`src/rtl/fr_pkg.sv`:
```
// Shared types for the output fault response controller.
// Assumes three output faults indexed OV=0, UV=1, OC=2.
package fr_pkg;
    localparam int NUM_FLT = 3;
    localparam int FLT_OV  = 0;
    localparam int FLT_UV  = 1;
    localparam int FLT_OC  = 2;
    localparam int NUM_ST  = 4;

    typedef enum logic [1:0] {
        RSP_IGNORE    = 2'b00,
        RSP_LATCH     = 2'b01,
        RSP_RETRY     = 2'b10,
        RSP_LATCH_ALT = 2'b11
    } resp_e;

    typedef enum logic [1:0] {
        ST_RUN   = 2'b00,
        ST_LATCH = 2'b01,
        ST_RETRY = 2'b10
    } chan_st_e;
endpackage

```
`src/rtl/fr_deglitch.sv`:
```
// Per-fault deglitch qualifier.
// Counts tick pulses while the flag is high and qualifies the flag once the
// count reaches dg_sel_i * DG_STEP. A low flag restarts the count.
// Assumes tick_i is a single-cycle pulse.
module fr_deglitch #(
    parameter int DG_W    = 3,
    parameter int DG_STEP = 10
) (
    input  logic            clk,
    input  logic            rst_n,
    input  logic            tick_i,
    input  logic            flag_i,
    input  logic [DG_W-1:0] dg_sel_i,
    output logic            qual_o
);
    localparam int MAX_CNT = ((1 << DG_W) - 1) * DG_STEP;
    localparam int CNT_W   = $clog2(MAX_CNT + 1);

    logic [CNT_W-1:0] cnt_q;
    logic [CNT_W-1:0] lim;

    // Target count for the selected deglitch step.
    assign lim    = CNT_W'(dg_sel_i) * CNT_W'(DG_STEP);
    assign qual_o = flag_i && (cnt_q >= lim);

    // Count ticks while the flag stays high; restart when it drops.
    always_ff @(posedge clk) begin
        if (!rst_n || !flag_i) begin
            cnt_q <= '0;
        end else if (tick_i && (cnt_q < lim)) begin
            cnt_q <= cnt_q + 1'b1;
        end
    end


    cnt_restart_chk: assert property (@(posedge clk) disable iff (!rst_n)
        !flag_i |=> (cnt_q == '0));


    no_early_qual_chk: assert property (@(posedge clk) disable iff (!rst_n)
        ($rose(flag_i) && (dg_sel_i != '0)) |-> !qual_o);
endmodule

```
`src/rtl/fr_retry_timer.sv`:
```
// Hiccup retry delay timer.
// Divides the microsecond tick into milliseconds and compares the elapsed
// count with the programmed delay, clamped from below to MIN_MS.
// Assumes US_PER_MS >= 2; the timer is cleared whenever count_en_i is low.
module fr_retry_timer #(
    parameter int US_PER_MS = 1000,
    parameter int MS_W      = 17,
    parameter int MIN_MS    = 120
) (
    input  logic            clk,
    input  logic            rst_n,
    input  logic            tick_i,
    input  logic            count_en_i,
    input  logic [MS_W-1:0] delay_ms_i,
    output logic            done_o
);
    localparam int PRE_W = $clog2(US_PER_MS);
    localparam logic [MS_W-1:0]  MIN_V   = MS_W'(MIN_MS);
    localparam logic [PRE_W-1:0] PRE_TOP = PRE_W'(US_PER_MS - 1);

    logic [PRE_W-1:0] pre_q;
    logic [MS_W-1:0]  ms_q;
    logic [MS_W-1:0]  eff_ms;

    // Apply the minimum delay.
    assign eff_ms = (delay_ms_i < MIN_V) ? MIN_V : delay_ms_i;
    assign done_o = (ms_q >= eff_ms);

    // Advance the prescaler and the ms count while enabled, holding at done.
    always_ff @(posedge clk) begin
        if (!rst_n || !count_en_i) begin
            pre_q <= '0;
            ms_q  <= '0;
        end else if (tick_i && !done_o) begin
            if (pre_q == PRE_TOP) begin
                pre_q <= '0;
                ms_q  <= ms_q + 1'b1;
            end else begin
                pre_q <= pre_q + 1'b1;
            end
        end
    end


    min_delay_chk: assert property (@(posedge clk) disable iff (!rst_n)
        $rose(count_en_i) |-> !done_o);
endmodule

```
`src/rtl/fr_status.sv`:
```
// Sticky status register and alert request.
// Bits set from set_i and hold until clr_i; a set at the same edge wins.
// alert_n_o is low while any alert-enabled bit is set.
module fr_status #(
    parameter int N = 4
) (
    input  logic         clk,
    input  logic         rst_n,
    input  logic         clr_i,
    input  logic [N-1:0] set_i,
    input  logic [N-1:0] alert_en_i,
    output logic [N-1:0] status_o,
    output logic         alert_n_o
);
    logic [N-1:0] st_q;

    // Accumulate fault bits; clear first so a coincident set survives.
    always_ff @(posedge clk) begin
        if (!rst_n) begin
            st_q <= '0;
        end else begin
            st_q <= (clr_i ? '0 : st_q) | set_i;
        end
    end

    assign status_o  = st_q;
    assign alert_n_o = ~|(st_q & alert_en_i);


    set_sticks_chk: assert property (@(posedge clk) disable iff (!rst_n)
        (|set_i) |=> ((st_q & $past(set_i)) == $past(set_i)));


    alert_follows_chk: assert property (@(posedge clk) disable iff (!rst_n)
        (|(set_i & alert_en_i)) |=> (!alert_n_o || !$stable(alert_en_i)));
endmodule

```
`src/rtl/vout_fault_seq.sv`:
```
// Output fault response controller for one regulator channel.
// Deglitches OV/UV/OC, picks the shutdown response per fault, runs the
// latch-off / hiccup state machine and applies the hardware OV gate override
// with reverse-current cutoff. Assumes all flag inputs are synchronous to clk.
module vout_fault_seq #(
    parameter int DG_W         = 3,
    parameter int DG_STEP_US   = 10,
    parameter int US_PER_MS    = 1000,
    parameter int RETRY_W      = 17,
    parameter int MIN_RETRY_MS = 120
) (
    input  logic               clk,
    input  logic               rst_n,
    input  logic               tick_us,
    input  logic               ov_flag,
    input  logic               uv_flag,
    input  logic               oc_flag,
    input  logic               rev_lim_flag,
    input  logic               iin_warn_flag,
    input  logic               clr_pulse,
    input  logic [1:0]         ov_resp,
    input  logic [1:0]         uv_resp,
    input  logic [1:0]         oc_resp,
    input  logic [DG_W-1:0]    ov_dg,
    input  logic [DG_W-1:0]    uv_dg,
    input  logic [DG_W-1:0]    oc_dg,
    input  logic [RETRY_W-1:0] retry_ms,
    input  logic [3:0]         alert_en,
    output logic               top_en,
    output logic               bot_en,
    output logic               sw_en,
    output logic               alert_n,
    output logic [3:0]         status
);
    import fr_pkg::*;

    logic [NUM_FLT-1:0] flt_flag;
    logic [DG_W-1:0]    flt_dg   [NUM_FLT];
    logic [1:0]         flt_resp [NUM_FLT];
    logic [NUM_FLT-1:0] qual;
    logic               want_latch;
    logic               want_retry;
    logic               retry_done;
    logic               run_w;
    logic               rev_cut_q;
    chan_st_e           st_q;
    chan_st_e           st_d;

    assign flt_flag[FLT_OV] = ov_flag;
    assign flt_flag[FLT_UV] = uv_flag;
    assign flt_flag[FLT_OC] = oc_flag;
    assign flt_dg[FLT_OV]   = ov_dg;
    assign flt_dg[FLT_UV]   = uv_dg;
    assign flt_dg[FLT_OC]   = oc_dg;
    assign flt_resp[FLT_OV] = ov_resp;
    assign flt_resp[FLT_UV] = uv_resp;
    assign flt_resp[FLT_OC] = oc_resp;

    for (genvar g = 0; g < NUM_FLT; g++) begin : g_dg
        fr_deglitch #(
            .DG_W    (DG_W),
            .DG_STEP (DG_STEP_US)
        ) u_dg (
            .clk      (clk),
            .rst_n    (rst_n),
            .tick_i   (tick_us),
            .flag_i   (flt_flag[g]),
            .dg_sel_i (flt_dg[g]),
            .qual_o   (qual[g])
        );
    end

    // Sort qualified faults into latch and retry requests.
    always_comb begin
        want_latch = 1'b0;
        want_retry = 1'b0;
        for (int i = 0; i < NUM_FLT; i++) begin
            if (qual[i]) begin
                unique case (resp_e'(flt_resp[i]))
                    RSP_LATCH, RSP_LATCH_ALT: want_latch = 1'b1;
                    RSP_RETRY:                want_retry = 1'b1;
                    default:                  ;
                endcase
            end
        end
    end

    fr_retry_timer #(
        .US_PER_MS (US_PER_MS),
        .MS_W      (RETRY_W),
        .MIN_MS    (MIN_RETRY_MS)
    ) u_retry (
        .clk        (clk),
        .rst_n      (rst_n),
        .tick_i     (tick_us),
        .count_en_i (st_q == ST_RETRY),
        .delay_ms_i (retry_ms),
        .done_o     (retry_done)
    );

    // Channel state transitions; latch-off outranks retry.
    always_comb begin
        st_d = st_q;
        unique case (st_q)
            ST_RUN: begin
                if (want_latch)      st_d = ST_LATCH;
                else if (want_retry) st_d = ST_RETRY;
            end
            ST_LATCH: if (clr_pulse) st_d = ST_RUN;
            ST_RETRY: if (retry_done && !ov_flag && !oc_flag) st_d = ST_RUN;
            default:  st_d = ST_RUN;
        endcase
    end

    // Channel state register.
    always_ff @(posedge clk) begin
        if (!rst_n) st_q <= ST_RUN;
        else        st_q <= st_d;
    end

    // Remember a reverse-current trip for as long as OV persists.
    always_ff @(posedge clk) begin
        if (!rst_n || !ov_flag) rev_cut_q <= 1'b0;
        else if (rev_lim_flag)  rev_cut_q <= 1'b1;
    end

    assign run_w  = (st_q == ST_RUN);
    assign sw_en  = run_w;
    assign top_en = run_w && !ov_flag;
    assign bot_en = ov_flag ? !(rev_cut_q || rev_lim_flag) : run_w;

    fr_status #(
        .N (NUM_ST)
    ) u_status (
        .clk        (clk),
        .rst_n      (rst_n),
        .clr_i      (clr_pulse),
        .set_i      ({iin_warn_flag, qual[FLT_OC], qual[FLT_UV], qual[FLT_OV]}),
        .alert_en_i (alert_en),
        .status_o   (status),
        .alert_n_o  (alert_n)
    );


    ov_override_chk: assert property (@(posedge clk) disable iff (!rst_n)
        ($rose(ov_flag) && !rev_lim_flag) |-> (!top_en && bot_en));


    rev_cut_chk: assert property (@(posedge clk) disable iff (!rst_n)
        (ov_flag && rev_lim_flag) |=> (!ov_flag || !bot_en));


    latch_hold_chk: assert property (@(posedge clk) disable iff (!rst_n)
        (st_q == ST_LATCH && !clr_pulse) |=> !sw_en);


    retry_wait_chk: assert property (@(posedge clk) disable iff (!rst_n)
        (st_q == ST_RETRY && !retry_done) |=> !sw_en);


    latch_wins_chk: assert property (@(posedge clk) disable iff (!rst_n)
        (sw_en && want_latch && want_retry) |=> (st_q == ST_LATCH));
endmodule

```
`config.mk`:
```
export PLATFORM = sky130hd
export DESIGN_NAME = vout_fault_seq
export DESIGN_NICKNAME = d
export VERILOG_FILES = /design/src/rtl/fr_pkg.sv /design/src/rtl/fr_deglitch.sv /design/src/rtl/fr_retry_timer.sv /design/src/rtl/fr_status.sv /design/src/rtl/vout_fault_seq.sv
export SDC_FILE = /design/constraint.sdc
export NUM_CORES = 1
export LEC_CHECK = 0
export ABC_AREA = 1
export BUFFER_PORTS_ARGS = -buffer_cell sky130_fd_sc_hd__clkbuf_2
export CAP_MARGIN = 30
export CORE_ASPECT_RATIO = 1.75
export CORE_MARGIN = 2
export CORE_UTILIZATION = 40
export CTS_BUF_LIST = sky130_fd_sc_hd__clkbuf_4 sky130_fd_sc_hd__clkbuf_8
export CTS_CLUSTER_SIZE = 24
export DETAILED_ROUTE_END_ITERATION = 10
export PLACE_DENSITY = 0.64
export SLEW_MARGIN = 20
export SYNTH_ARGS = -nofsm -noshare
export SYNTH_HDL_FRONTEND = slang
export SYNTH_SLANG_ARGS = --single-unit
```
`constraint.sdc`:
```
create_clock -name clk -period 6.3 [get_ports clk]
set_clock_uncertainty 0.15 [all_clocks]
set_input_delay 1.26 -clock clk [delete_from_list [all_inputs] [get_ports clk]]
set_output_delay 1.26 -clock clk [all_outputs]
set_load 0.02 [all_outputs]
```
== After elaboration in Yosys (flattened, before gate mapping) ==
Cells that the tools add are included.
Widths: inputs -> output; s select.

* Register bits: 55
* Input port bits: 45

* Add/subtract/negate cells: 5
* Multiply operators: 3
* $lt $le $gt $ge: 8
* Equal/unequal tests: 15
* Mux-type cells: 21
* Bitwise gates (word level): 2
* Reductions and logical operators: 30

{| class="wikitable"
|+ Operators by type and width
! operator !! number
|-
| $add 7x1->7 const B || 3
|-
| $ge 7x7->1 || 3
|-
| $lt 7x7->1 || 3
|-
| $mul 3x3->6 const B || 3
|-
| $add 17x1->17 const B || 1
|-
| $ge 17x17->1 || 1
|-
| $lt 17x7->1 const B || 1
|-
| $mux 17 || 1
|-
| $eq 2x2->1 const B || 7
|-
| $mux 1 || 13
|-
| $add 10x1->10 const B || 1
|-
| $eq 10x10->1 const B || 1
|-
| $logic_and 1x1->1 || 10
|-
| $mux 10 || 1
|-
| $eq 2x1->1 const B || 4
|-
| $logic_not 1->1 || 8
|-
| $mux 2 || 4
|-
| $pmux 2 s3 || 1
|-
| $reduce_or 2->1 || 3
|-
| $logic_or 1x1->1 || 5
|-
| $and 4x4->4 || 1
|-
| $mux 4 || 1
|-
| $ne 2x2->1 const B || 2
|-
| $or 4x4->4 || 1
|-
| other kinds (5) || 5
|}

== Depth between registers and ports, before layout ==
Gate-level depths: netlist of the first run.

* Depth in word-level cells: 11
* Mapped depth: 21

== By module ==
From an unflattened synthesis of the first run, not the netlist that was laid out.

* Cells, all modules: 765
* Area, all modules: 4789.6 um2

{| class="wikitable"
|+ By module, submodules not included
! module !! instances !! cells an instance !! area each (um2)
|-
| fr_retry_timer || 1 || 373 || 2392.3
|-
| fr_deglitch || 3 || 109 || 671.9
|-
| vout_fault_seq || 1 || 40 || 217.7
|-
| fr_status || 1 || 25 || 163.9
|}

== Worst setup path before layout of the first run ==
No wires, ideal clock.

* Path type: input to output
* Start: input ov_flag
* End: output bot_en
* Data arrival time: 2.037 ns
* Data required time: 4.890 ns
* Slack: 2.853 ns
* Cell stages on the path: 2
* Buffers on the path: 0
* Cell sequence: nor3_1 a31o_2

* Cells in the longest elaborated chain, start to end: 1

{| class="wikitable"
|+ RTL lines
! item !! RTL line !! source
|-
| from (decl) || vout_fault_seq.sv:15 || <nowiki>input logic ov_flag,</nowiki>
|-
| $mux 1 || vout_fault_seq.sv:130 || <nowiki>assign bot_en = ov_flag ? !(rev_cut_q || rev_lim_flag) : run_w;</nowiki>
|-
| to (decl) || vout_fault_seq.sv:30 || <nowiki>output logic bot_en,</nowiki>
|}

Every way passes these cells.

== Final worst setup path of the first run ==
* Start: input retry_ms[11]
* End: register u_retry.pre_q[3]

* Cells in the longest elaborated chain, start to end: 5

{| class="wikitable"
|+ RTL lines
! item !! RTL line !! source
|-
| from (decl) || vout_fault_seq.sv:27 || <nowiki>input logic [RETRY_W-1:0] retry_ms,</nowiki>
|-
| $lt 17x7->1 || fr_retry_timer.sv:26 || <nowiki>assign eff_ms = (delay_ms_i < MIN_V) ? MIN_V : delay_ms_i;</nowiki>
|-
| $mux 17 (*) || fr_retry_timer.sv:26 ||
|-
| $ge 17x17->1 (*) || fr_retry_timer.sv:27 || <nowiki>assign done_o = (ms_q >= eff_ms);</nowiki>
|-
| $logic_not 1->1 (*) || fr_retry_timer.sv:34 || <nowiki>end else if (tick_i && !done_o) begin</nowiki>
|-
| $logic_and 1x1->1 (*) || fr_retry_timer.sv:34 ||
|-
| to (signal assigned) || fr_retry_timer.sv:39 || <nowiki>pre_q <= pre_q + 1'b1;</nowiki>
|-
| to (decl) || fr_retry_timer.sv:21 || <nowiki>logic [PRE_W-1:0] pre_q;</nowiki>
|}

Mark *: on every way between the ends. The rest lies on a longest branch, timed or not.
A chain may end at the register's enable or synchronous reset.

==> impl_metrics.sql, run 1 <==
INSERT INTO impl_metrics (metric_group, metric, value, unit) VALUES
('synth', 'number_of_enable_type_register_cells_in_the_synthesized_netlist', '0', ''),
('pwr', 'max-vdd-ir-drop', '0.120', 'mV'),
('clock_tree', 'cts_repair_resize_count', '0', ''),
('routing', 'routed_wl', '9100', 'um'),
('setup_path', 'timing.critical_path.fanout_max', '17', ''),
('clock_tree', 'cts.reportedPaths.clkPinSlew', '0.10', 'ns'),
('routing', 'routed-via-count', '3814', ''),
('placement', 'place_hpwl', '7650', 'um'),
('synth', 'ys_types', '41', ''),
('finish', 'antenna_cells_inserted', '0', ''),
('synth', 'dominantRegCellSynth', 'dfxtp_1', ''),
('pwr', 'power.share.sequential', '55.7', '%'),
('setup_path', 'critical_path.n_buffers_inverters', '5', ''),
('global_route', 'first_pass_grt_wire_length', '15400', 'um'),
('setup_path', 'critical-path-max-stage-delay', '0.28', 'ns'),
('clock_tree', 'tritoncts_clock_tree', 'yes', ''),
('floorplanning', 'die_width', '79.9', 'um'),
('min_path', 'type_of_the_most_critical_hold_path', 'reg -> reg', ''),
('setup_path', 'critical_path.reg2reg.startpoint', 'u_retry.ms_q[11]$_SDFFE_PP0P_', ''),
('setup_path', 'ff2ff_setup_slack', '3.98', 'ns'),
('global_route', 'gr_overflow_total', '0', ''),
('pwr', 'total_switching_power', '0.173', 'mW'),
('routing', 'dr.first_iter.drc_count', '147', ''),
('setup_path', 'startpoint_type', 'input pin', ''),
('sta', 'drv_slew', '0', ''),
('sta', 'finalSetupViolCount', '0', ''),
('global_route', 'grt_max_degree', '20', ''),
('pwr', 'leak_pwr', '2.12', 'nW'),
('routing', 'remaining_drc_errors', '0', ''),
('clock_tree', 'clock_buffers_created_by_tritoncts', '5', ''),
('synth', 'yosys_warnings', '0', ''),
('floorplanning', 'ios', '53', ''),
('routing', 'vias_per_cell', '5.01', ''),
('min_path', 'hold_depth', '2', ''),
('clock_tree', 'cts_hold_buf', '0', ''),
('synth', 'synthMostInstantiatedCell', 'nand2_1', ''),
('finish', 'layout-area-overhead-vs-synth', '11.4', '%'),
('global_route', 'number_of_antenna_violations_at_the_first_check_in_global_routing', '0', ''),
('routing', 'ant_nets', '0', ''),
('finish', 'fraction_of_layout_instances_using_a_drive_strength_above_1', '14.5', '%'),
('synth', 'synthesized_netlist_net_count', '675', ''),
('pwr', 'power.internal', '0.461', 'mW'),
('sta', 'tns', '0', 'ns'),
('pwr', 'power', '0.635', 'mW'),
('placement', 'gpl.final_weighted_congestion', '0.878', ''),
('sta', 'rsz_0062_raised_after_global_routing', 'false', ''),
('routing', 'drt_pass1_iterations', '4', ''),
('clock_tree', 'post_cts.repair.setup_buffers', '0', ''),
('sta', 'maxClockFrequency', '0.293', 'GHz'),
('synth', 'syn_area_per_cell', '6.93', 'um2'),
('min_path', 'min_delay_worst_endpoint', 'rev_cut_q$_SDFFE_PP0P_', ''),
('floorplanning', 'die_y', '137', 'um'),
('run_status', 'outcome', 'finished clean', ''),
('min_path', 'holdCritStartpoint', 'rev_cut_q$_SDFFE_PP0P_', ''),
('sta', 'final.min_clock_period', '3.41', 'ns'),
('finish', 'num-nets-final', '730', ''),
('pwr', 'pwr_dens', '141', 'nW/um2'),
('pwr', 'p_sw_share', '27.3', '%'),
('setup_path', 'end_kind', 'flop', ''),
('setup_path', 'worstPathRequired', '6.37', 'ns'),
('setup_path', 'cp_data_arrival_time', '3.49', 'ns'),
('synth', 'netlist_instances', '581', ''),
('synth', 'area_of_the_mapped_netlist', '4030', 'um2'),
('global_route', 'grt_pass1_vias', '3691', ''),
('sta', 'tightest_slew', '0.893', 'ns'),
('placement', 'portBuffers', '52', ''),
('setup_path', 'cp-startpoint', 'retry_ms[11]', ''),
('sta', 'timing.final.hold_violations', '0', ''),
('sta', 'post-route-period-util', '54.2', '%'),
('synth', 'most_common_library_cells_after_synthesis', 'nand2_1 (131), inv_1 (89), nor2_1 (68)', ''),
('setup_path', 'crit_type', 'in -> reg', '');
registers in the layout (all words and copies together) (netlist names):
signal,flops
u_status.status_o,4
u_retry.ms_q,17
g_dg.u_dg.cnt_q,21
u_retry.pre_q,10
st_q,2
rev_cut_q,1
metal layers:
layer | vias up | GRT usage (%) | part of all wire, %
met5 | - | 0 | 0
met4 | 0 | 8.29 | 3.5
met2 | 53 | 36.4 | 59
met3 | 25 | 2.11 | 1.6
li1 | 1986 | - | -
met1 | 1750 | 16.3 | 36
worst max-delay path by stage:
| stage | endpoint | cells after the start |
|---|---|---|
| 2_1_floorplan | bot_en | 2 |
| 3_3_place_gp | u_retry.pre_q[6]$_SDFFE_PP0P_ | 22 |
| 3_5_place_dp | u_retry.pre_q[6]$_SDFFE_PP0P_ | 20 |
| 4_1_cts | u_retry.pre_q[3]$_SDFFE_PP0P_ | 20 |
| 5_1_grt | u_retry.ms_q[12]$_SDFFE_PP0P_ | 17 |
| 6_report | u_retry.pre_q[3]$_SDFFE_PP0P_ | 20 |
placed cells by master, fill, tap and decap left out, drive strengths merged:
cell,count
a211oi,2
a21o,3
a21oi,50
a221oi,1
a22o,1
a31o,1
a41oi,1
and3,6
clkbuf,57
clkinv,1
clkinvlp,1
dfxtp,55
ha,49
inv,95
nand2,136
nand3,33
nand4,13
nor2,73
nor3,20
nor3b,6
nor4,1
o21ai,15
o21bai,1
xnor2,5
xor2,10
power groups by stage:
stage               Combinational [mW]  Clock, mW  Sequential, mW
finish                          0.0828      0.198           0.354
floorplan                       0.0515          0           0.362
global route                    0.0964      0.219           0.354
global placement                0.0809          0           0.362
detailed placement              0.0840          0           0.362
CTS                             0.0844      0.206           0.354
metrics by stage:
step	instance area, um2	setup WS, ns	std cells	hold slack [ns]	utilization, %
6_report	4490	2.89	761	0.317	45.6
5_1_grt	4490	2.64	761	0.356	45.6
4_1_cts	4490	2.88	761	0.318	45.6
3_5_place_dp	4400	2.52	754	0.302	44.7
3_3_place_gp	4400	2.61	754	0.294	44.7
2_1_floorplan	4030	2.85	581	0.282	-
logic make-up (layout without fill, tap and decap cells):
| logic type | after synthesis | in the layout | synth area share [%] |
|---|---|---|---|
| xor gates and xnor gates | 15 | 15 | 3.26 |
| DFF | 55 | 55 | 27.3 |
| adders and majority gates | 49 | 49 | 15.2 |
| AOI/OAI and AO/OA | 75 | 75 | 11.0 |
| buffers and inverters | 99 | 154 | 9.94 |
| and+or+nand+nor | 288 | 288 | 33.3 |
layout make-up:
cell class | instances | area [um2]
inverter | 95 | 359
clock buffer | 5 | 68.8
sequential | 55 | 1100
timing repair buffer | 52 | 260
clock inverter | 2 | 16.3
tap | 125 | 156
multi-input combinational | 427 | 2530
fill | 1039 | 5360
worst reg2reg max path: cells and delay by family, from the launching register on:
family,cells,cell delay (ns)
adder cells (fa/ha/maj),1,0.30
buffers and inverters,3,0.30
flip-flops,1,0.51
AND/OR/NAND/NOR,11,0.98
No activity file was read; power rests on OpenSTA's default activity.
==> run 2: changes to the inputs <==
- PLACE_DENSITY: 0.64 -> 0.66
- clock period: 6.3 -> 2.76 ns (I/O delays scaled with it)
==> impl_metrics.sql, run 2 (synthesis results as in run 1) <==
INSERT INTO impl_metrics (metric_group, metric, value, unit) VALUES
('run_status', 'outcome', 'finished clean', ''),
('global_route', 'first_pass_grt_wire_length', '15900', 'um'),
('setup_path', 'worstPathRequired', '2.81', 'ns'),
('sta', 'final.min_clock_period', '2.53', 'ns'),
('pwr', 'power.share.sequential', '50.9', '%'),
('routing', 'ant_nets', '0', ''),
('pwr', 'leak_pwr', '2.29', 'nW'),
('global_route', 'global_route.usage.total', '18.0', '%'),
('finish', 'largest_registers', 'g_dg.u_dg.cnt_q: 21 flops, u_retry.ms_q: 17 flops, u_retry.pre_q: 10 flops', ''),
('routing', 'dr_wl_met2', '5100', 'um'),
('global_route', 'number_of_antenna_violations_at_the_first_check_in_global_routing', '0', ''),
('finish', 'num-nets-final', '760', ''),
('sta', 'rsz_0062_raised_after_global_routing', 'false', ''),
('routing', 'routed_wl', '9210', 'um'),
('sta', 'timing.final.hold_violations', '0', ''),
('routing', 'remaining_drc_errors', '0', ''),
('setup_path', 'startpoint_type', 'input pin', ''),
('clock_tree', 'cts_hold_buf', '0', ''),
('routing', 'routed-via-count', '3926', ''),
('sta', 'worst_hold_slack', '0.295', 'ns'),
('global_route', 'gr_overflow_total', '0', ''),
('routing', 'route.detailed.wl_per_inst', '11.6', 'um'),
('routing', 'wl_met1', '3530', 'um'),
('clock_tree', 'cts_root_buffer', 'clkbuf_8', ''),
('routing', 'drt_pass1_iterations', '4', ''),
('placement', 'dp_cells', '784', ''),
('run', 'max_cap_viols', '0', ''),
('pwr', 'power', '1.58', 'mW'),
('sta', 'tightest_slew_margin_relative_to_the_limit', '72.5', '%'),
('pwr', 'max-vdd-ir-drop', '0.333', 'mV'),
('sta', 'tightest_slew', '0.408', 'ns'),
('clock_tree', 'clock_buffers_created_by_tritoncts', '5', ''),
('setup_path', 'timing.critical_path.fanout_max', '4', ''),
('placement', 'gpl.final_weighted_congestion', '0.875', ''),
('routing', 'wl_met3', '272', 'um'),
('pwr', 'power.internal', '1.18', 'mW'),
('pwr', 'p_sw_share', '25.8', '%'),
('finish', 'top_register', 'g_dg.u_dg.cnt_q', ''),
('clock_tree', 'htree_levels', '2', ''),
('clock_tree', 'clock_latency', '0.32', 'ns'),
('floorplanning', 'std_cell_rows', '48', ''),
('pwr', 'clockPowerShare', '35.0', '%'),
('clock_tree', 'cts_repair_resize_count', '0', ''),
('finish', 'layout-area-overhead-vs-synth', '18.4', '%'),
('sta', 'finalSetupViolCount', '0', ''),
('sta', 'post-route-period-util', '91.6', '%'),
('finish', 'fraction_of_layout_instances_using_a_drive_strength_above_1', '19.3', '%'),
('floorplanning', 'die_y', '137', 'um'),
('clock_tree', 'cts.reportedPaths.clkPinSlew', '0.10', 'ns'),
('global_route', 'grt_pass1_vias', '3924', ''),
('finish', 'instances_no_fill', '792', ''),
('pwr', 'comb_power_share', '14.1', '%'),
('finish', 'postLayoutCellArea', '4770', 'um2'),
('finish', 'layout.cells.most_common_list', 'nand2_1 (130), inv_1 (88), nor2_1 (68)', ''),
('floorplanning', 'die_area', '10900', 'um2'),
('placement', 'placement.cell_area', '4630', 'um2'),
('setup_path', 'crit_type', 'in -> reg', ''),
('global_route', 'grt_max_degree', '20', ''),
('pwr', 'total_switching_power', '0.408', 'mW'),
('floorplanning', 'initial_utilization', '40.9', '%'),
('placement', 'portBuffers', '52', ''),
('min_path', 'hold_depth', '3', ''),
('placement', 'place_hpwl', '7580', 'um'),
('sta', 'drv_slew', '0', ''),
('finish', 'antenna_cells_inserted', '0', ''),
('pwr', 'pwr_dens', '332', 'nW/um2'),
('setup_path', 'cp_data_arrival_time', '2.57', 'ns'),
('floorplanning', 'ios', '53', ''),
('routing', 'dr.first_iter.drc_count', '90', ''),
('setup_path', 'end_kind', 'flop', ''),
('routing', 'dr.max_layer_used', 'met4', ''),
('setup_path', 'ff2ff_path_depth', '12', ''),
('clock_tree', 'tritoncts_clock_tree', 'yes', ''),
('sta', 'tns', '0', 'ns'),
('clock_tree', 'post_cts.repair.setup_buffers', '0', ''),
('routing', 'vias_per_cell', '4.96', ''),
('clock_tree', 'cts-root-to-sink-buffers', '2', ''),
('finish', 'layout.cells.most_common', 'nand2_1', ''),
('min_path', 'type_of_the_most_critical_hold_path', 'in -> reg', ''),
('floorplanning', 'core_region_area', '9850', 'um2'),
('finish', 'largest_register_ffs', '21', ''),
('floorplanning', 'die_width', '79.9', 'um'),
('sta', 'maxClockFrequency', '0.395', 'GHz'),
('clock_tree', 'clock_sink_count', '55', '');
## run 2: worst paths after layout
path                                  from                            endpoint  slack [ns]
min reg2reg         rev_cut_q$_SDFFE_PP0P_              rev_cut_q$_SDFFE_PP0P_        0.32
max                               uv_dg[0]  g_dg[1].u_dg.cnt_q[4]$_SDFFE_PP0P_        0.23
min                          iin_warn_flag     u_status.status_o[3]$_SDFF_PN0_        0.30
max reg2reg  u_retry.ms_q[11]$_SDFFE_PP0P_       u_retry.ms_q[14]$_SDFFE_PP0P_        0.61
## run 2: routing by layer
layer | track usage [%] | vias up
met5 | 0 | -
met4 | 8.19 | 0
met3 | 2.11 | 23
met2 | 36.0 | 68
met1 | 17.8 | 1783
li1 | - | 2052
## run 2: worst max-delay path, stage by stage
cell and delay, ns:
clkbuf_2 0.09, ha_1 0.20, ha_1 0.18, ha_1 0.27, inv_1 0.04, ha_1 0.27
nand2_1 0.08, inv_1 0.05, a21oi_2 0.17, nand3_2 0.12, nor3_1 0.29, and3_1 0.21
nor3_1 0.04
## run 2: power groups by stage
stage | Clock [mW] | Sequential (mW) | Combinational [mW]
3_5_place_dp | 0 | 0.825 | 0.223
5_1_grt | 0.603 | 0.808 | 0.258
6_report | 0.554 | 0.807 | 0.223
4_1_cts | 0.575 | 0.807 | 0.223
2_1_floorplan | 0 | 0.826 | 0.118
3_3_place_gp | 0 | 0.825 | 0.213
## run 2: metrics by stage
step                      util [%]  setup slack (ns)
final                         48.4             0.231
after global routing          48.4            0.0282
after CTS                     48.2             0.102
after detailed placement      47.0            -0.243
after global placement        47.0            -0.104
after floorplan                  -             0.119
## run 2: layout make-up
class | count | area (um2)
Clock inverter | 3 | 47.5
Fill cell | 1039 | 5080
Multi-Input combinational cell | 427 | 2550
Timing Repair Buffer | 82 | 489
Clock buffer | 5 | 68.8
Sequential cell | 55 | 1100
Tap cell | 125 | 156
Inverter | 95 | 359
==> run 3: changes to the inputs <==
- CORE_ASPECT_RATIO: 1.75 -> unset
==> impl_metrics.sql, run 3 (synthesis results as in run 1) <==
INSERT INTO impl_metrics (metric_group, metric, value, unit) VALUES
('run', 'max_cap_viols', '0', ''),
('finish', 'layout.cells.most_common_list', 'nand2_1 (115), inv_1 (83), nor2_1 (63)', ''),
('finish', 'top_register', 'g_dg.u_dg.cnt_q', ''),
('clock_tree', 'htree_levels', '2', ''),
('pwr', 'max-vdd-ir-drop', '0.206', 'mV'),
('sta', 'drv_slew', '0', ''),
('setup_path', 'end_kind', 'flop', ''),
('finish', 'largest_register_ffs', '21', ''),
('sta', 'finalSetupViolCount', '0', ''),
('pwr', 'leak_pwr', '2.37', 'nW'),
('clock_tree', 'cts_hold_buf', '0', ''),
('clock_tree', 'cts.reportedPaths.clkPinSlew', '0.11', 'ns'),
('floorplanning', 'die_y', '104', 'um'),
('min_path', 'type_of_the_most_critical_hold_path', 'in -> reg', ''),
('sta', 'timing.final.hold_violations', '0', ''),
('floorplanning', 'ios', '53', ''),
('global_route', 'first_pass_grt_wire_length', '16000', 'um'),
('global_route', 'number_of_antenna_violations_at_the_first_check_in_global_routing', '0', ''),
('setup_path', 'worstPathRequired', '2.81', 'ns'),
('routing', 'drt_pass1_iterations', '5', ''),
('clock_tree', 'clock_latency', '0.31', 'ns'),
('sta', 'post-route-period-util', '98.6', '%'),
('routing', 'dr.first_iter.drc_count', '167', ''),
('global_route', 'm2_gr_usage', '29.8', '%'),
('floorplanning', 'std_cell_rows', '36', ''),
('global_route', 'global_route.usage.total', '17.2', '%'),
('routing', 'ant_nets', '0', ''),
('setup_path', 'crit_type', 'in -> reg', ''),
('finish', 'antenna_cells_inserted', '0', ''),
('sta', 'tightest_slew', '0.393', 'ns'),
('finish', 'final_core_util', '51.6', '%'),
('clock_tree', 'clock_buffers_created_by_tritoncts', '5', ''),
('sta', 'tns', '0', 'ns'),
('pwr', 'pwr_dens', '300', 'nW/um2'),
('global_route', 'grt_util_met3', '2.38', '%'),
('sta', 'rsz_0062_raised_after_global_routing', 'true', ''),
('setup_path', 'timing.critical_path.fanout_max', '8', ''),
('finish', 'n_fill_cell', '965', ''),
('placement', 'place_hpwl', '7440', 'um'),
('placement', 'portBuffers', '52', ''),
('global_route', 'gr_overflow_total', '0', ''),
('sta', 'worst_hold_slack', '0.292', 'ns'),
('routing', 'vias_per_cell', '4.89', ''),
('routing', 'route.detailed.wl_per_inst', '11.8', 'um'),
('sta', 'tightest_slew_margin_relative_to_the_limit', '73.6', '%'),
('setup_path', 'cp_data_arrival_time', '2.77', 'ns'),
('routing', 'routed_wl', '9580', 'um'),
('run_status', 'outcome', 'finished clean', ''),
('clock_tree', 'clock_sink_count', '55', ''),
('finish', 'largest_registers', 'g_dg.u_dg.cnt_q: 21 flops, u_retry.ms_q: 17 flops, u_retry.pre_q: 10 flops', ''),
('clock_tree', 'cts-root-to-sink-buffers', '2', ''),
('floorplanning', 'core_region_area', '9770', 'um2'),
('finish', 'layout-area-overhead-vs-synth', '25.2', '%'),
('finish', 'fraction_of_layout_instances_using_a_drive_strength_above_1', '25.5', '%'),
('global_route', 'global_route.usage.met1', '22.6', '%'),
('global_route', 'grt_max_degree', '20', ''),
('floorplanning', 'initial_utilization', '41.2', '%'),
('clock_tree', 'cts_root_buffer', 'clkbuf_8', ''),
('clock_tree', 'tritoncts_clock_tree', 'yes', ''),
('sta', 'maxClockFrequency', '0.368', 'GHz'),
('routing', 'remaining_drc_errors', '0', ''),
('sta', 'final.min_clock_period', '2.72', 'ns'),
('placement', 'gpl.final_weighted_congestion', '0.853', ''),
('finish', 'layout.cells.most_common', 'nand2_1', ''),
('routing', 'routed-via-count', '3967', ''),
('finish', 'num-nets-final', '771', ''),
('global_route', 'global_route.peak_usage_layer', 'met2', ''),
('floorplanning', 'die_area', '10900', 'um2'),
('global_route', 'grt_pass1_vias', '3731', ''),
('setup_path', 'startpoint_type', 'input pin', ''),
('floorplanning', 'die_width', '104', 'um');
-- run 3: cell count changes in the layout (fill, tap and decap cells not counted), moves of 4 or more --
cell     before  now
inv_1        88   83
nand2_2       4   14
nand2_1     130  115
buf_4        29   33
nor2_2        2    7
buf_6         1    6
nand2_4       1    5
a21oi_2      12   18
a21oi_1      38   32
nor2_1       68   63
-- run 3: critical path: stages --
cell,delay [ns]
buf_6,0.10
inv_4,0.04
nand4_1,0.10
nor3_2,0.23
nand2_1,0.12
inv_2,0.11
nor2_2,0.05
ha_1,0.31
a21oi_2,0.15
nor2_1,0.06
nor2_1,0.12
nand2_1,0.08
nand2_2,0.08
nand3_4,0.16
inv_4,0.14
nand2_8,0.10
buf_12,0.16
nand2_4,0.05
a21oi_2,0.04
-- run 3: report_power, final --
part	switching, mW	internal [mW]
Sequential	0.00600	0.801
Combinational	0.130	0.105
Clock	0.281	0.193
-- run 3: repair_timing --
item | 4_1_cts | 5_1_grt
pin swaps | 0 | 28
cloned | 0 | 2
buffers inserted | 0 | 10
endpoints found under the setup margin | 13 | 29
gates resized for setup | 1 | 58
-- run 3: worst paths after layout --
kind | startpoint | endpoint | slack, ns | depth (start not counted)
max | retry_ms[13] | u_retry.ms_q[16]$_SDFFE_PP0P_ | 0.04 | 19
min | iin_warn_flag | u_status.status_o[3]$_SDFF_PN0_ | 0.29 | 3
max reg2reg | u_retry.ms_q[12]$_SDFFE_PP0P_ | u_retry.ms_q[16]$_SDFFE_PP0P_ | 0.46 | 14
min reg2reg | rev_cut_q$_SDFFE_PP0P_ | rev_cut_q$_SDFFE_PP0P_ | 0.31 | 2
-- run 3: cell type report --
type	instances	area [um2]	area share (%)
clock inverters	2	16.3	0.322
flip-flops and latches	55	1100	21.8
repair buffers	92	641	12.7
multi-input cells	428	2680	53.1
well taps	133	166	3.30
inverters	95	364	7.22
clock buffers	6	76.3	1.51
-- run 3: stage by stage --
| stage | area (um2) | instances | total power [mW] | setup slack, ns |
|---|---|---|---|---|
| 2_1_floorplan | 4030 | 581 | 0.944 | 0.119 |
| 3_3_place_gp | 4640 | 792 | 1.03 | -0.313 |
| 3_5_place_dp | 4640 | 792 | 1.04 | -0.401 |
| 4_1_cts | 4740 | 800 | 1.52 | 0.0405 |
| 5_1_grt | 5050 | 811 | 1.60 | -0.163 |
| 6_report | 5050 | 811 | 1.52 | 0.0399 |
-- run 3: per-layer routing --
metal / share of wire (%) / vias to the layer above / wire length (um)
li1: - / 2082 / -
met1: 47 / 1786 / 4470
met2: 47 / 85 / 4540
met3: 4.0 / 14 / 387
met4: 1.9 / 0 / 184
met5: 0 / - / 0
